## src/rtl/pwr_mode_ctl.sv

```systemverilog
module pwr_mode_ctl #(
  parameter int TMO_W    = 8,
  parameter int TMO_RST  = 32,
  parameter int GEAR_MAX = 4,
  parameter int FAST_CYC = 4,
  parameter int WAKE_N   = 3,
  localparam int DW      = (TMO_W > 6) ? TMO_W : 6
) (
  input  logic              clk,
  input  logic              rst_n,
  input  logic              wr_en,
  input  logic              wr_addr,
  input  logic [DW-1:0]     wr_data,
  input  logic [WAKE_N-1:0] wake_evt,
  input  logic              pll_lock,
  output logic              core_ce,
  output logic [5:0]        unit_en,
  output logic              cpm_stby,
  output logic              pll_en,
  output logic [2:0]        stat_mode,
  output logic              stat_busy
);
  localparam int CNT_W = (GEAR_MAX > 0) ? GEAR_MAX : 1;
  localparam int SH_W  = $clog2(GEAR_MAX + 1) > 0 ? $clog2(GEAR_MAX + 1) : 1;
  localparam logic [TMO_W-1:0] FAST_LAST = TMO_W'(FAST_CYC - 1);

  localparam logic [2:0] M_NH = 3'd0, M_NL = 3'd1, M_DH = 3'd2, M_DL = 3'd3,
                         M_SL = 3'd4, M_DS = 3'd5, M_PD = 3'd6, M_BAD = 3'd7;
  localparam logic [1:0] W_IDLE = 2'd0, W_FAST = 2'd1, W_PLL = 2'd2;

  logic [2:0]       mode_q;
  logic [1:0]       wph_q;
  logic [TMO_W-1:0] wcnt_q, tmo_q;
  logic [2:0]       gear_q;
  logic [SH_W-1:0]  sh_q;
  logic [CNT_W-1:0] div_q;

  wire in_wake  = (wph_q != W_IDLE);
  wire is_norm  = !in_wake && (mode_q == M_NH || mode_q == M_NL);
  wire wr_ok    = wr_en && is_norm;
  wire any_wake = |wake_evt;
  wire run_hi   = !in_wake && (mode_q == M_NH || mode_q == M_DH);
  wire run_lo   = !in_wake && (mode_q == M_NL || mode_q == M_DL);

  wire [SH_W-1:0]  gear_eff = (int'(gear_q) > GEAR_MAX) ? SH_W'(GEAR_MAX) : SH_W'(gear_q);
  wire [CNT_W-1:0] div_last = CNT_W'((32'd1 << sh_q) - 32'd1);
  wire             div_end  = (div_q == div_last);

  assign core_ce   = run_hi || (run_lo && div_end);
  assign pll_en    = in_wake || !(mode_q == M_DS || mode_q == M_PD);
  assign cpm_stby  = !in_wake && (mode_q == M_DH || mode_q == M_DL);
  assign stat_mode = mode_q;
  assign stat_busy = !is_norm;

  always_comb begin
    if (in_wake) unit_en = 6'b011000;
    else begin
      case (mode_q)
        M_NH, M_NL: unit_en = 6'b111111;
        M_DH, M_DL: unit_en = 6'b001110;
        M_SL, M_DS: unit_en = 6'b011000;
        default:    unit_en = 6'b000000;
      endcase
    end
  end

  always_ff @(posedge clk or negedge rst_n) begin
    if (!rst_n) begin
      div_q <= '0;
      sh_q  <= '0;
    end else if (run_lo) begin
      if (div_end) begin
        div_q <= '0;
        sh_q  <= gear_eff;
      end else begin
        div_q <= div_q + 1'b1;
      end
    end else begin
      div_q <= '0;
      sh_q  <= gear_eff;
    end
  end

  always_ff @(posedge clk or negedge rst_n) begin
    if (!rst_n) begin
      mode_q <= M_NH;
      wph_q  <= W_IDLE;
      wcnt_q <= '0;
      gear_q <= '0;
      tmo_q  <= TMO_W'(TMO_RST);
    end else begin
      if (wr_ok && !wr_addr) begin
        gear_q <= wr_data[5:3];
        if (wr_data[2:0] != M_BAD) mode_q <= wr_data[2:0];
      end
      if (wr_ok && wr_addr) tmo_q <= wr_data[TMO_W-1:0];
      case (wph_q)
        W_IDLE: if (any_wake) begin
          case (mode_q)
            M_DH: mode_q <= M_NH;
            M_DL: mode_q <= M_NL;
            M_SL: begin wph_q <= W_FAST; wcnt_q <= '0; end
            M_DS, M_PD: begin wph_q <= W_PLL; wcnt_q <= '0; end
            default: ;
          endcase
        end
        W_FAST: begin
          if (wcnt_q == FAST_LAST) begin
            wph_q  <= W_IDLE;
            mode_q <= M_NH;
          end else wcnt_q <= wcnt_q + 1'b1;
        end
        W_PLL: begin
          if (pll_lock || wcnt_q == tmo_q) begin
            wph_q  <= W_IDLE;
            mode_q <= M_NH;
          end else wcnt_q <= wcnt_q + 1'b1;
        end
        default: wph_q <= W_IDLE;
      endcase
    end
  end

  p_busy_hold_r6: assert property (@(posedge clk) disable iff (!rst_n)
    (stat_busy && wr_en) |=> ($stable(gear_q) && $stable(tmo_q)));

  p_mode_legal_r5: assert property (@(posedge clk) disable iff (!rst_n)
    mode_q != M_BAD);

  p_gear_hold_r4: assert property (@(posedge clk) disable iff (!rst_n)
    (run_lo && !core_ce) |=> $stable(sh_q));

  p_lowpwr_noce_r3: assert property (@(posedge clk) disable iff (!rst_n)
    (in_wake || mode_q == M_SL || mode_q == M_DS || mode_q == M_PD) |-> !core_ce);

  p_doze_wake_r7: assert property (@(posedge clk) disable iff (!rst_n)
    (!in_wake && mode_q == M_DL && any_wake) |=> (mode_q == M_NL && !stat_busy));

  p_sleep_exit_r8: assert property (@(posedge clk) disable iff (!rst_n)
    (wph_q == W_FAST && wcnt_q == FAST_LAST) |=> (mode_q == M_NH && !stat_busy));

  p_lock_exit_r9: assert property (@(posedge clk) disable iff (!rst_n)
    (wph_q == W_PLL && pll_lock) |=> (mode_q == M_NH && !stat_busy && pll_en));

  p_norm_ignore_wake_r10: assert property (@(posedge clk) disable iff (!rst_n)
    (is_norm && !(wr_en && !wr_addr)) |=> ($stable(mode_q) && !stat_busy));

  p_wake_pll_r11: assert property (@(posedge clk) disable iff (!rst_n)
    ($past(in_wake) && in_wake) |-> pll_en);
endmodule

```

## config.mk

```make
export PLATFORM = sky130hd
export DESIGN_NAME = pwr_mode_ctl
export DESIGN_NICKNAME = d
export VERILOG_FILES = /design/src/rtl/pwr_mode_ctl.sv
export SDC_FILE = /design/constraint.sdc
export NUM_CORES = 1
export LEC_CHECK = 0
export BUFFER_PORTS_ARGS = -buffer_cell sky130_fd_sc_hd__buf_2
export CAP_MARGIN = 20
export CORE_MARGIN = 3
export CORE_UTILIZATION = 44
export DETAILED_ROUTE_END_ITERATION = 16
export GPL_ROUTABILITY_DRIVEN = 0
export PLACE_DENSITY = 0.65
export SLEW_MARGIN = 20
export SYNTH_ARGS = -nofsm -noshare
export SYNTH_HDL_FRONTEND = slang
export SYNTH_SLANG_ARGS = --single-unit
```

## constraint.sdc

```tcl
create_clock -name clk -period 2.5 [get_ports clk]
set_input_delay 0.125 -clock clk [delete_from_list [all_inputs] [get_ports clk]]
set_output_delay 0.125 -clock clk [all_outputs]
set_load 0.01 [all_outputs]
```

==> summary.md, run 1 <==
| Metric | Value |
|---|---|
| Root Buffer | `clkbuf_8` |
| Worst path depth | `7` |
| Post-route DRC violation count | `0` |
| CTS Sinks | `31` |
| DR vias/cell | `about 5.8` |
| Congestion Overflow GR | `0` |
| Final min period | `about 2.3 ns` |
| Crit path from | `sh_q[2]$_DFFE_PN0P_` |
| Core area | `roughly 3800 um2` |
| Slew Viols, Final | `0` |
| Post-synth top flop | `dfrtp_1` |
| Worst EP arrival | `roughly 2.2 ns` |
| Setup_tns | `0 ns` |
| Clock network fraction of total power | `between 10% and 20%` |
| Register bit count reported by yosys | `31` |
| Max incr delay on CP | `roughly 0.44 ns` |
| Bufs on Longest Clock Path | `2` |
| TritonRoute pass-1 iters | `4` |
| Post-synth EDFFs | `0` |
| Critical Path Start Type | `flop` |
| ANT nets after route | `0` |
| Vias in the first global route | `roughly 1500` |
| Synthesized area per cell | `about 10 um2` |
| Area growth, synth to finish | `14.4%` |
| Switching share of power | `approximately two fifths` |
| Part of the power in registers | `between 30% and 40%` |
| Io pins | `29` |
| Die Wd | `70.4 um` |
| Pre-CTS setup slack | `0.00162 ns` |
| Crit. End Element | `primary output` |
| Internal Power | `between 0.001 and 0.0015 W` |
| Crit share post-route | `93.7%` |
| Commonest non-fill, non-tap cell in the layout | `dfrtp_1` |
| Most frequent cells in the layout | `dfrtp_1 (29), buf_2 (28), mux2_2 (14), xor2_1 (12), nand2_1 (9)` |
| CTS H-tree lvls | `2` |
| Critical Path Fanout Max | `7` |
| Status | `completed` |
| Nets | `~230` |
| Ys async rst share | `100%` |
| Combinational power share | `a little over two fifths` |
| Pin count of the biggest net entering global routing | `32` |
| Post-placement cell count | `~250` |
| Post-Syn Nets | `a little under 200` |
| Worst setup path endpoint | `core_ce` |
| # rows | `22` |
| First DRT Iteration DRCs | `46` |
| Cell Area, Synth | `1830 um2` |
| Unrepaired setup endpoints after global routing | `false` |
| DIE AREA | `slightly below 5000 um2` |
| Skew-Pair Late Insertion Delay | `roughly 0.28 ns` |
| CP Data Required Time | `around 2.4 ns` |
| DRT Wirelength | `just under 4000 um` |
| First-pass GRT wire length | `roughly 6900 um` |
| Max VDD drop | `approximately 490 uV` |
| Starting Density | `between 40% and 50%` |
| Leakage | `around 1 nW` |
| Crit path max-delay cell type | `dfrtp_2` |
| CP delay by family, top | `simple AND/OR/NAND/NOR gates` |
| Register area share after synthesis | `42.6%` |
| Final hold vios | `0` |
| R2r setup slk | `roughly 0.17 ns` |
| Total track usage | `roughly 17%` |
| Yosys warns | `0` |
| DR WL/cell | `about 16 um` |
| Final critical-path setup slack | `roughly 0.16 ns` |
| Half-perimeter wire length after placement | `about 2900 um` |
| CTS tree | `done` |
| Count of input and output buffers | `28` |
| Fmax | `0.427 GHz` |
| Synth cell types | `41` |
| Slew @ Worst Pin | `just under 0.7 ns` |
| FF-to-FF Start | `sh_q[2]$_DFFE_PN0P_` |
| Final Util | `54.6%` |
| Clock slew at reported path FFs | `about 0.060 ns` |
| Critical R2R Capture | `sh_q[0]$_DFFE_PN0P_` |
| Initial antenna violation count | `0` |
| Worst-case reg-to-reg path depth | `7` |
| Final setup fails | `0` |
| Die height | `between 70 and 80 um` |
| CP Class | `reg2out` |
| Ant. Diodes | `0` |
| Layout cells sized above 1 | `a little under 30%` |
| Mapped Cells | `roughly 180` |
| Net switching power | `0.000894 W` |
| DR vias | `about 1500` |
| PD cells | `roughly 1100 nW/um2` |
| Worst slew margin | `between 50% and 60%` |
| Hold Crit Class | `in2reg` |
| Finished Layout Cells | `between 200 and 300` |
| TritonCTS Buffers | `5` |
| Cells along the critical path | `or3_1, ha_2, xor2_1, and4_1, o211ai_1, a21oi_1, buf_2` |
| Clock Skews | `roughly 0.0048 ns` |
| Hold WS | `just under 0.08 ns` |
| Max-Cap Viols | `0` |
| Crit path buf inv count | `1` |
==> stage by stage <==
| stage | power [W] | area [um2] |
|---|---|---|
| CTS | 0.00226 | 2080 |
| global route | 0.00243 | 2090 |
| finish | 0.00225 | 2090 |
| floorplan | 0.00161 | 1830 |
| detailed placement | 0.00187 | 1990 |
| global placement | 0.00180 | 1990 |
==> worst min-delay path by stage <==
stage / slack [ns] / to / startpoint / cells past startpoint
floorplan: -0.17 / div_q[0]$_DFF_PN0_ / rst_n / 0
global placement: 0.20 / stat_mode[1]$_DFF_PN0_ / rst_n / 1
detailed placement: 0.21 / stat_mode[0]$_DFF_PN0_ / rst_n / 1
CTS: 0.07 / tmo_q[7]$_DFFE_PN0P_ / wr_data[7] / 2
global route: 0.08 / tmo_q[7]$_DFFE_PN0P_ / wr_data[7] / 2
finish: 0.08 / tmo_q[7]$_DFFE_PN0P_ / wr_data[7] / 2
==> cell type report <==
class,instances,area [um2]
Clock buffer,7,76.3
Clock inverter,1,5.00
Fill cell,344,1740
Inverter,5,18.8
Multi-Input combinational cell,132,992
Sequential cell,31,778
Tap cell,48,60.1
Timing Repair Buffer,30,158
==> sequential cells by signal, indices dropped and copies added (netlist names) <==
register / count
wcnt_q: 8
tmo_q: 8
sh_q: 3
wph_q: 2
div_q: 4
stat_mode: 3
gear_q: 3
==> Yosys cell counts, types with 3 or more instances <==
| master | count | area share, % |
|---|---|---|
| o21ai_0 | 8 | 2.2 |
| nand2_1 | 9 | 1.9 |
| clkbuf_1 | 3 | 0.62 |
| nor2_1 | 8 | 1.6 |
| ha_1 | 7 | 4.8 |
| dfrtp_1 | 30 | 41 |
| inv_1 | 5 | 1.0 |
| a21oi_1 | 7 | 1.9 |
| nand3_1 | 7 | 1.9 |
| nand2b_1 | 7 | 2.4 |
| nor4_1 | 3 | 1.0 |
| o211ai_1 | 3 | 1.2 |
| and3_1 | 8 | 2.7 |
| a21o_1 | 3 | 1.2 |
| xor2_1 | 12 | 5.8 |
| nand3b_1 | 7 | 2.9 |
| mux2_2 | 14 | 8.6 |
==> cells by family after synthesis <==
logic type                 after synthesis  synth area share, %
DFF                                     31                 42.6
adders and majority gates                7                 4.80
buffers and inverters                   13                 3.63
AOI/OAI and AO/OA                       31                 11.7
xor gates and xnor gates                14                 6.72
and+or+nand+nor                         64                 20.6
muxes                                   16                 10.0
==> per-layer routing <==
metal	up-vias	wire, um	track usage, %
li1	692	-	-
met1	725	1790	21.8
met2	41	1880	28.0
met3	9	199	4.89
met4	0	82	7.66
met5	-	0	0
==> what timing repair did <==
item                       CTS  global route
hold buffers                 1             0
hold endpoints to repair    30             0
setup endpoints to repair    3             4
buffers inserted             0             0
pin swaps                    0             3
resized for setup            1             3
==> worst register-to-register path: cells and delay by family (launching register included) <==
| family | cells | cell delay [ns] |
|---|---|---|
| AO/OA/AOI/OAI | 1 | 0.28 |
| XOR/XNOR | 1 | 0.16 |
| adder cells (fa/ha/maj) | 1 | 0.20 |
| flip-flops | 1 | 0.44 |
| multiplexers | 1 | 0.32 |
| AND/OR/NAND/NOR | 3 | 0.81 |
==> power by group through the flow <==
stage	Sequential (W)	Combinational, W	Clock, W
2_1_floorplan	0.000836	0.000772	0
3_3_place_gp	0.000880	0.000924	0
3_5_place_dp	0.000897	0.000977	0
4_1_cts	0.000889	0.000988	0.000382
5_1_grt	0.000930	0.00110	0.000398
6_report	0.000896	0.000991	0.000367
Note: power is estimated with default switching activity, not from simulation.
==> run 2: changes to the inputs <==
- CORE_UTILIZATION: 44 -> 45
- PLACE_DENSITY: 0.65 -> 0.66
==> run 2 against run 1 <==
Total power is 4.0% higher. Flip-flop and latch count stayed put. First-iteration DRC count is 6.5% lower. Critical path depth stayed put. Count of clock-buffer cells in the layout is 2 lower. Worst hold slack worse by 0.0081 ns. Maximum frequency is 0.29% lower. Die area is 2.0% lower. Via count is 2.9% lower. Non-clock buffer count is 2 higher. Critical endpoint unchanged. Largest power group unchanged.
==> summary.md, run 2 (synthesis gave the netlist of run 1 again) <==
| Metric | Value |
|---|---|
| DR WL/cell | `approximately 14 um` |
| Commonest non-fill, non-tap cell in the layout | `dfrtp_1` |
| Worst EP arrival | `2.22 ns` |
| First DRT Iteration DRCs | `43` |
| Core area | `~3800 um2` |
| Vias in the first global route | `about 1400` |
| Critical Path Fanout Max | `7` |
| Area after DPL | `between 2000 and 2500 um2` |
| TritonCTS Buffers | `5` |
| Io pins | `29` |
| Final hold vios | `0` |
| Pin count of the biggest net entering global routing | `32` |
| CP Data Required Time | `roughly 2.4 ns` |
| Worst slew margin | `between 50% and 60%` |
| Final setup fails | `0` |
| Clock Skews | `about 0.0081 ns` |
| Slew Viols, Final | `0` |
| Die Wd | `roughly 70 um` |
| DRT Wirelength | `about 3700 um` |
| Skew-Pair Late Insertion Delay | `0.28 ns` |
| Congestion Overflow GR | `0` |
| Status | `completed` |
| Total track usage | `~16%` |
| Die height | `roughly 70 um` |
| DIE AREA | `~4900 um2` |
| Count of input and output buffers | `28` |
| CTS H-tree lvls | `2` |
| Post-route DRC violation count | `0` |
| Initial antenna violation count | `0` |
| Hold WS | `slightly above 0.07 ns` |
| CTS tree | `done` |
| Area occupied by multi-input gates | `approximately 990 um2` |
| CTS Sinks | `31` |
| Finished Layout Cells | `about 260` |
| Ant. Diodes | `0` |
| Clock slew at reported path FFs | `about 0.07 ns` |
| Crit share post-route | `between 90% and 100%` |
| ANT nets after route | `0` |
| Critical Path Start Type | `flop` |
| Starting Density | `between 40% and 50%` |
| DR vias/cell | `5.57` |
| Leakage | `between 1 and 1.5 nW` |
| Setup_tns | `0 ns` |
| Hold Crit Class | `in2reg` |
| PD cells | `1100 nW/um2` |
| Area growth, synth to finish | `16.6%` |
| # rows | `22` |
| Max VDD drop | `605 uV` |
| Unrepaired setup endpoints after global routing | `false` |
| Reg area | `between 700 and 800 um2` |
| Crit. End Element | `primary output` |
| Slew @ Worst Pin | `between 0.6 and 0.7 ns` |
| Max-Cap Viols | `0` |
| Final min period | `roughly 2.3 ns` |
| CP Class | `reg2out` |
| Nets | `between 200 and 250` |
| Most frequent cells in the layout | `dfrtp_1 (30), buf_2 (28), mux2_2 (14), xor2_1 (12), nand2_1 (9)` |
| Biggest regs | `tmo_q: 8 flops, wcnt_q: 8 flops, div_q: 4 flops` |
| First-pass GRT wire length | `6390 um` |
| Fill count | `334` |
| Bufs on Longest Clock Path | `2` |
| Fmax | `0.426 GHz` |
| Finished Cell Area | `2130 um2` |
| DR vias | `~1400` |
| TritonRoute pass-1 iters | `4` |
| Root Buffer | `clkbuf_8` |
| Half-perimeter wire length after placement | `2750 um` |
| Layout cells sized above 1 | `between 20% and 30%` |
| Post-placement cell count | `~250` |
==> run 2: cell types whose count changed in the layout (fill, tap and decap cells not counted), sizes merged <==
cell	change
clkbuf	-2
buf	+2
bufinv	+1
clkinv	+1
==> run 2: metrics by stage <==
stage          util (%)  total power [W]  setup slack [ns]
3_3_place_gp       53.1          0.00182             0.201
4_1_cts            56.3          0.00236            0.0852
2_1_floorplan         -          0.00161             0.272
3_5_place_dp       53.1          0.00187            0.0943
5_1_grt            56.4          0.00253            0.0237
6_report           56.4          0.00235             0.152
==> run 2: timing repair <==
item	CTS	global route
resized for setup	0	1
hold endpoints to repair	30	0
hold buffers	1	0
buffers inserted	0	0
setup endpoints to repair	0	3
==> run 2: worst max-delay path, cell delays in order, from the launching register on <==
cell,delay [ns]
dfrtp_1,0.44
or3b_2,0.48
ha_1,0.20
xor2_1,0.15
and4_1,0.20
o211ai_1,0.22
a21oi_1,0.10
buf_2,0.15
==> run 2: where the power goes <==
group	internal, W	switching, W
clock	0.000296	0.000188
sequential	0.000687	0.000192
combinational	0.000475	0.000507
==> run 2: path summary, 6_finish.rpt <==
kind / startpoint / to / slack (ns) / cells past startpoint
max: sh_q[2]$_DFFE_PN0P_ / core_ce / 0.15 / 7
min: wr_data[7] / tmo_q[7]$_DFFE_PN0P_ / 0.07 / 2
max reg2reg: sh_q[2]$_DFFE_PN0P_ / sh_q[1]$_DFFE_PN0P_ / 0.16 / 7
min reg2reg: gear_q[1]$_DFFE_PN0N_ / gear_q[1]$_DFFE_PN0N_ / 0.51 / 1
max in group asynchronous: rst_n / wph_q[1]$_DFFE_PN0P_ / 1.62 / 2
min in group asynchronous: rst_n / stat_mode[0]$_DFF_PN0_ / 0.42 / 2
==> run 2: cell type report <==
type	instances	share of cell area (%)
repair buffers	32	8.11
clock inverters	3	2.06
inverters	5	0.882
multi-input cells	132	46.4
flip-flops and latches	31	36.5
clock buffers	5	3.23
well taps	48	2.82
==> run 2: layer usage <==
layer / track usage, % / part of all wire, % / up-vias
met1: 21.5 / 48 / 685
li1: - / - / 692
met2: 25.5 / 44 / 43
met5: 0 / 0 / -
met3: 5.22 / 6.2 / 5
met4: 5.11 / 1.3 / 0
